`config.mk`:
```
export PLATFORM = sky130hd
export DESIGN_NAME = irq_req_latch
export DESIGN_NICKNAME = d
export VERILOG_FILES = /design/src/rtl/irq_latch_pkg.sv /design/src/rtl/irq_rst_sync.sv /design/src/rtl/irq_pin_sync.sv /design/src/rtl/irq_req_cell.sv /design/src/rtl/irq_req_latch.sv
export SDC_FILE = /design/constraint.sdc
export NUM_CORES = 1
export LEC_CHECK = 0
export BUFFER_PORTS_ARGS = -buffer_cell sky130_fd_sc_hd__buf_2
export CAP_MARGIN = 20
export CELL_PAD_IN_SITES_DETAIL_PLACEMENT = 0
export CELL_PAD_IN_SITES_GLOBAL_PLACEMENT = 2
export CORE_AREA = 3 3 40 42
export DETAILED_ROUTE_END_ITERATION = 12
export DIE_AREA = 0 0 43 45
export GPL_ROUTABILITY_DRIVEN = 0
export GPL_TIMING_DRIVEN = 0
export PLACE_DENSITY_LB_ADDON = 0.1
export SLEW_MARGIN = 20
export SYNTH_ARGS = -nofsm -noshare
export SYNTH_HDL_FRONTEND = slang
export SYNTH_SLANG_ARGS = --single-unit
```
`constraint.sdc`:
```
create_clock -name clk -period 1.45 [get_ports clk]
set_input_delay 0.0725 -clock clk [delete_from_list [all_inputs] [get_ports clk]]
set_output_delay 0.0725 -clock clk [all_outputs]
set_load 0.05 [all_outputs]
```
`src/rtl/irq_latch_pkg.sv`:
```
package irq_latch_pkg;
  typedef enum logic {
    TRIG_LOW_LEVEL = 1'b0,
    TRIG_FALL_EDGE = 1'b1
  } trig_mode_e;

  localparam logic PIN_IDLE = 1'b1;
endpackage

```
`src/rtl/irq_rst_sync.sv`:
```
module irq_rst_sync (
  input  logic clk,
  input  logic rst_n,
  output logic rst_n_sync_o
);
  logic [1:0] stage_q;
  logic [1:0] stage_d;

  always_comb begin
    stage_d = {stage_q[0], 1'b1};
  end

  always_ff @(posedge clk or negedge rst_n) begin
    if (!rst_n) stage_q <= 2'b00;
    else        stage_q <= stage_d;
  end

  assign rst_n_sync_o = stage_q[1];
endmodule

```
`src/rtl/irq_pin_sync.sv`:
```
module irq_pin_sync #(
  parameter int STAGES = 2
) (
  input  logic clk,
  input  logic rst_n,
  input  logic pin_i,
  output logic pin_s_o,
  output logic fall_o
);
  import irq_latch_pkg::*;

  logic [STAGES-1:0] chain_q;
  logic [STAGES-1:0] chain_d;
  logic              last_q;
  logic              last_d;

  generate
    if (STAGES == 1) begin : g_one
      always_comb chain_d = pin_i;
    end else begin : g_many
      always_comb chain_d = {chain_q[STAGES-2:0], pin_i};
    end
  endgenerate

  always_comb begin
    last_d = chain_q[STAGES-1];
  end

  always_ff @(posedge clk or negedge rst_n) begin
    if (!rst_n) begin
      chain_q <= {STAGES{PIN_IDLE}};
      last_q  <= PIN_IDLE;
    end else begin
      chain_q <= chain_d;
      last_q  <= last_d;
    end
  end

  assign pin_s_o = chain_q[STAGES-1];
  assign fall_o  = last_q & ~chain_q[STAGES-1];
endmodule

```
`src/rtl/irq_req_cell.sv`:
```
module irq_req_cell (
  input  logic clk,
  input  logic rst_n,
  input  logic mode_i,
  input  logic pin_s_i,
  input  logic fall_i,
  input  logic ack_i,
  input  logic wr_en_i,
  input  logic wr_data_i,
  output logic req_o
);
  import irq_latch_pkg::*;

  trig_mode_e mode;
  logic       req_q;
  logic       req_d;

  assign mode = trig_mode_e'(mode_i);

  always_comb begin
    req_d = req_q;
    if (mode == TRIG_FALL_EDGE) begin
      if (fall_i)       req_d = 1'b1;
      else if (wr_en_i) req_d = wr_data_i;
      else if (ack_i)   req_d = 1'b0;
    end else begin
      req_d = ~pin_s_i;
    end
  end

  always_ff @(posedge clk or negedge rst_n) begin
    if (!rst_n) req_q <= 1'b0;
    else        req_q <= req_d;
  end

  assign req_o = req_q;

  assert_ack_kept_in_level_R3: assert property (@(posedge clk) disable iff (!rst_n)
    $past(mode_i == 1'b0 && ack_i && !pin_s_i) |-> req_q);

  assert_ack_clears_edge_R5: assert property (@(posedge clk) disable iff (!rst_n)
    $past(mode_i && ack_i && !fall_i && !wr_en_i) |-> !req_q);

  assert_fall_beats_ack_R6: assert property (@(posedge clk) disable iff (!rst_n)
    $past(mode_i && fall_i) |-> req_q);

  assert_no_spurious_set_R4: assert property (@(posedge clk) disable iff (!rst_n)
    $past(mode_i && !fall_i && !wr_en_i && !req_q) |-> !req_q);

  assert_write_ignored_level_R8: assert property (@(posedge clk) disable iff (!rst_n)
    $past(mode_i == 1'b0 && wr_en_i && pin_s_i) |-> !req_q);
endmodule

```
`src/rtl/irq_req_latch.sv`:
```
module irq_req_latch #(
  parameter int NUM_SRC     = 2,
  parameter int SYNC_STAGES = 2
) (
  input  logic               clk,
  input  logic               rst_n,
  input  logic [NUM_SRC-1:0] irq_pin_i,
  input  logic [NUM_SRC-1:0] trig_mode_i,
  input  logic [NUM_SRC-1:0] vec_ack_i,
  input  logic [NUM_SRC-1:0] sw_wr_i,
  input  logic [NUM_SRC-1:0] sw_data_i,
  output logic [NUM_SRC-1:0] irq_req_o
);
  logic rst_n_s;

  irq_rst_sync u_rst_sync (
    .clk          (clk),
    .rst_n        (rst_n),
    .rst_n_sync_o (rst_n_s)
  );

  generate
    for (genvar g = 0; g < NUM_SRC; g++) begin : g_src
      logic pin_s;
      logic fall;

      irq_pin_sync #(.STAGES(SYNC_STAGES)) u_sync (
        .clk     (clk),
        .rst_n   (rst_n_s),
        .pin_i   (irq_pin_i[g]),
        .pin_s_o (pin_s),
        .fall_o  (fall)
      );

      irq_req_cell u_cell (
        .clk       (clk),
        .rst_n     (rst_n_s),
        .mode_i    (trig_mode_i[g]),
        .pin_s_i   (pin_s),
        .fall_i    (fall),
        .ack_i     (vec_ack_i[g]),
        .wr_en_i   (sw_wr_i[g]),
        .wr_data_i (sw_data_i[g]),
        .req_o     (irq_req_o[g])
      );
    end
  endgenerate

  assert_reset_clear_R1: assert property (@(posedge clk)
    !rst_n_s |=> (irq_req_o == '0) || rst_n_s);
endmodule

```
==> run_results.csv <==
group,metric,value,unit
cts,htree_levels,1,
synth,synth-simple-area-share,13.00,%
worst_setup_path,crit_arrival,960,ps
sta,hold_violations,0,
drt,vias,221,
synth,yosysSeqAreaShare,74.37,%
placed_design,port_buffers,13,
layout,drive_gt1_share,65.85,%
power,p_per_area,1238,nW/µm²
sta,setup_tns,0,ps
floorplanning,die_y,45,µm
grt,overflow,0,
cts,worstSkewPairLatency,260,ps
synth,ys_ff_latch,10,
floorplanning,core_area,1285,µm²
cts,clock_path_buffers,2,
floorplanning,num_rows,13,
placed_design,dp_cells,49,
layout,mostFrequentLayoutCells,"13 x buf_2, 6 x dfstp_2, 4 x dfrtp_1",
drt,drt-initial-drc-count,1,
worst_setup_path,cp_max_fo,2,
synth,yosys_warnings,0,
drt,drtAntennaViolNets,0,
synth,synth_compound_area_share,7.220,%
sta,finClkSkew,2.874,ps
sta,fin_crit,1030,ps
floorplanning,die_width,43,µm
worst_setup_path,crit_family,"flip-flops",
power,vdd_drop_max,0.0004450,V
layout,n_antenna_cell,0,
sta,rsz0062_at_grt,"no",
synth,mappedNetlistNets,33,
synth,synth_xor_area_share,0,%
sta,drv_slew,0,
layout,nNetsFinal,54,
worst_setup_path,setup.worst_path.end_class,"primary output",
cts,numCtsBuffers,3,
drt,drc,0,
layout,mostFrequentLayoutCell,"buf_2",
grt,grt_pass1_wl,917,µm
synth,synthesis.area,346.6,µm²
worst_setup_path,slowest_delay,380,ps
grt,antenna_found_initial,0,
floorplanning,initial_core_util,26.97,%
layout,fin_area,496.7,µm²
placed_design,dpl.hpwl,417.1,µm
cts,path_clk_slew,60,ps
worst_setup_path,cp_data_required_time,1380,ps
worst_setup_path,critPathLaunchType,"flop",
sta,setup_viol,0,
hold_path,hold_class,"in -> reg",
synth,synth_top_family_by_area,"simple AND/OR/NAND/NOR gates",
sta,fin_crit_sh,71.02,%
synth,synthCells,21,
job,drv_cap,0,
worst_setup_path,path_cells,"buf_4 -> buf_2",
layout,final_cells,56,
worst_setup_path,crit_buf_inv,2,
drt,dr.pass1.iters,2,
synth,synth.distinct_cells,8,
worst_setup_path,path_class,"reg -> out",
grt,grt_usage,6.593,%
drt,wl_per_cell,9.286,µm
synth,muxShareOfSynthArea,0,%
cts,cts.sinks,10,
outcome,status,"complete, no violations",
drt,viasPerCell,3.946,
synth,synth_fa_ha_area_share,0,%
placed_design,place_area,430.4,µm²
sta,max_freq,971.0,MHz
layout,areaGrowthSynthToFinish,43.32,%
grt,grt_pass1_vias,240,
drt,routed_wl,520,µm
worst_setup_path,critPathSlowestCell,"dfrtp_1",
cts,cts_tree,"yes",
synth,syn_avg_cell_area,16.50,µm²
cts,cts_root_buf,"clkbuf_4",
floorplanning,die_area,1935,µm²
floorplanning,ios,14,
power,p_leak,0.0002283,µW
grt,grt_start_max_net_pins,9,
## layer usage
metal | wire, µm | up-vias | GRT usage [%]
li1 | - | 110 | -
met1 | 191 | 101 | 7.305
met2 | 278 | 8 | 10.18
met3 | 34 | 2 | 1.195
met4 | 15 | 0 | 7.229
met5 | 0 | - | 0
## cell families after synthesis
group           Yosys count
other cells               1
flops                    10
simple gates              6
compound gates            2
buf+inv                   2
## tightest hold or removal path: stages
cell      delay [ps]
buf_2             70
nand3_1           70
o211ai_2          60
## worst paths after layout
kind / to / slack, ps / cells after the start / startpoint
min in group asynchronous: g_src[0].u_cell.req_o$_DFFE_PN0P_ / 120 / 0 / u_rst_sync.stage_q[1]$_DFF_PN0_
worst max-delay path: irq_req_o[0] / 420 / 2 / g_src[0].u_cell.req_o$_DFFE_PN0P_
max in group asynchronous: g_src[1].u_sync.last_q$_DFF_PN1_ / 1050 / 0 / u_rst_sync.stage_q[1]$_DFF_PN0_
worst min register to register: g_src[0].u_cell.req_o$_DFFE_PN0P_ / 120 / 0 / u_rst_sync.stage_q[1]$_DFF_PN0_
worst max register to register: g_src[0].u_cell.req_o$_DFFE_PN0P_ / 700 / 2 / g_src[0].u_sync.last_q$_DFF_PN1_
worst min-delay path: g_src[1].u_cell.req_o$_DFFE_PN0P_ / 60 / 3 / sw_data_i[1]
## flip-flops by register name (all words and copies together) (netlist names)
register / flops
g_src.u_sync.chain_q: 4
u_rst_sync.stage_q: 2
g_src.u_cell.req_o: 2
g_src.u_sync.last_q: 2
## power breakdown
part | internal (µW) | switching (µW)
Sequential | 302 | 10.2
Clock | 152 | 85.4
Combinational | 33.1 | 32.0
Total | 487 | 128
## cells in the mapped netlist
cell type  count  share of area (%)
nor2b_1        2                3.6
conb_1         1                1.1
dfstp_2        6                 45
dfrtp_1        4                 29
nand4bb_1      2                6.5
o211ai_2       2                7.2
buf_4          2                4.3
nand3_1        2                2.9
## cell type report
| class | instances | area (µm²) |
|---|---|---|
| fill | 124 | 788.3 |
| sequential | 10 | 257.7 |
| timing repair buffer | 16 | 95.09 |
| multi-input combinational | 9 | 73.82 |
| clock buffer | 4 | 36.28 |
| tap | 15 | 18.77 |
| buffer | 2 | 15.01 |
## per-stage QoR
stage | power, µW | setup slack [ps] | hold slack [ps] | util [%]
2_1_floorplan | 352.9 | 726.1 | -223.1 | -
3_3_place_gp | 375.3 | 701.7 | -142.7 | 33.50
3_5_place_dp | 377.6 | 693.2 | -139.8 | 33.50
4_1_cts | 631.7 | 400.8 | 56.49 | 38.66
5_1_grt | 648.9 | 373.4 | 66.08 | 38.66
6_report | 614.9 | 420.2 | 60.83 | 38.66
## repair_timing
item                       4_1_cts  5_1_grt
hold buffers                     3        0
hold endpoints to repair         4        0
gates resized for setup          0        0
setup buffers                    0        0
setup endpoints to repair        0        0
Note: power is estimated with default switching activity, not from simulation.
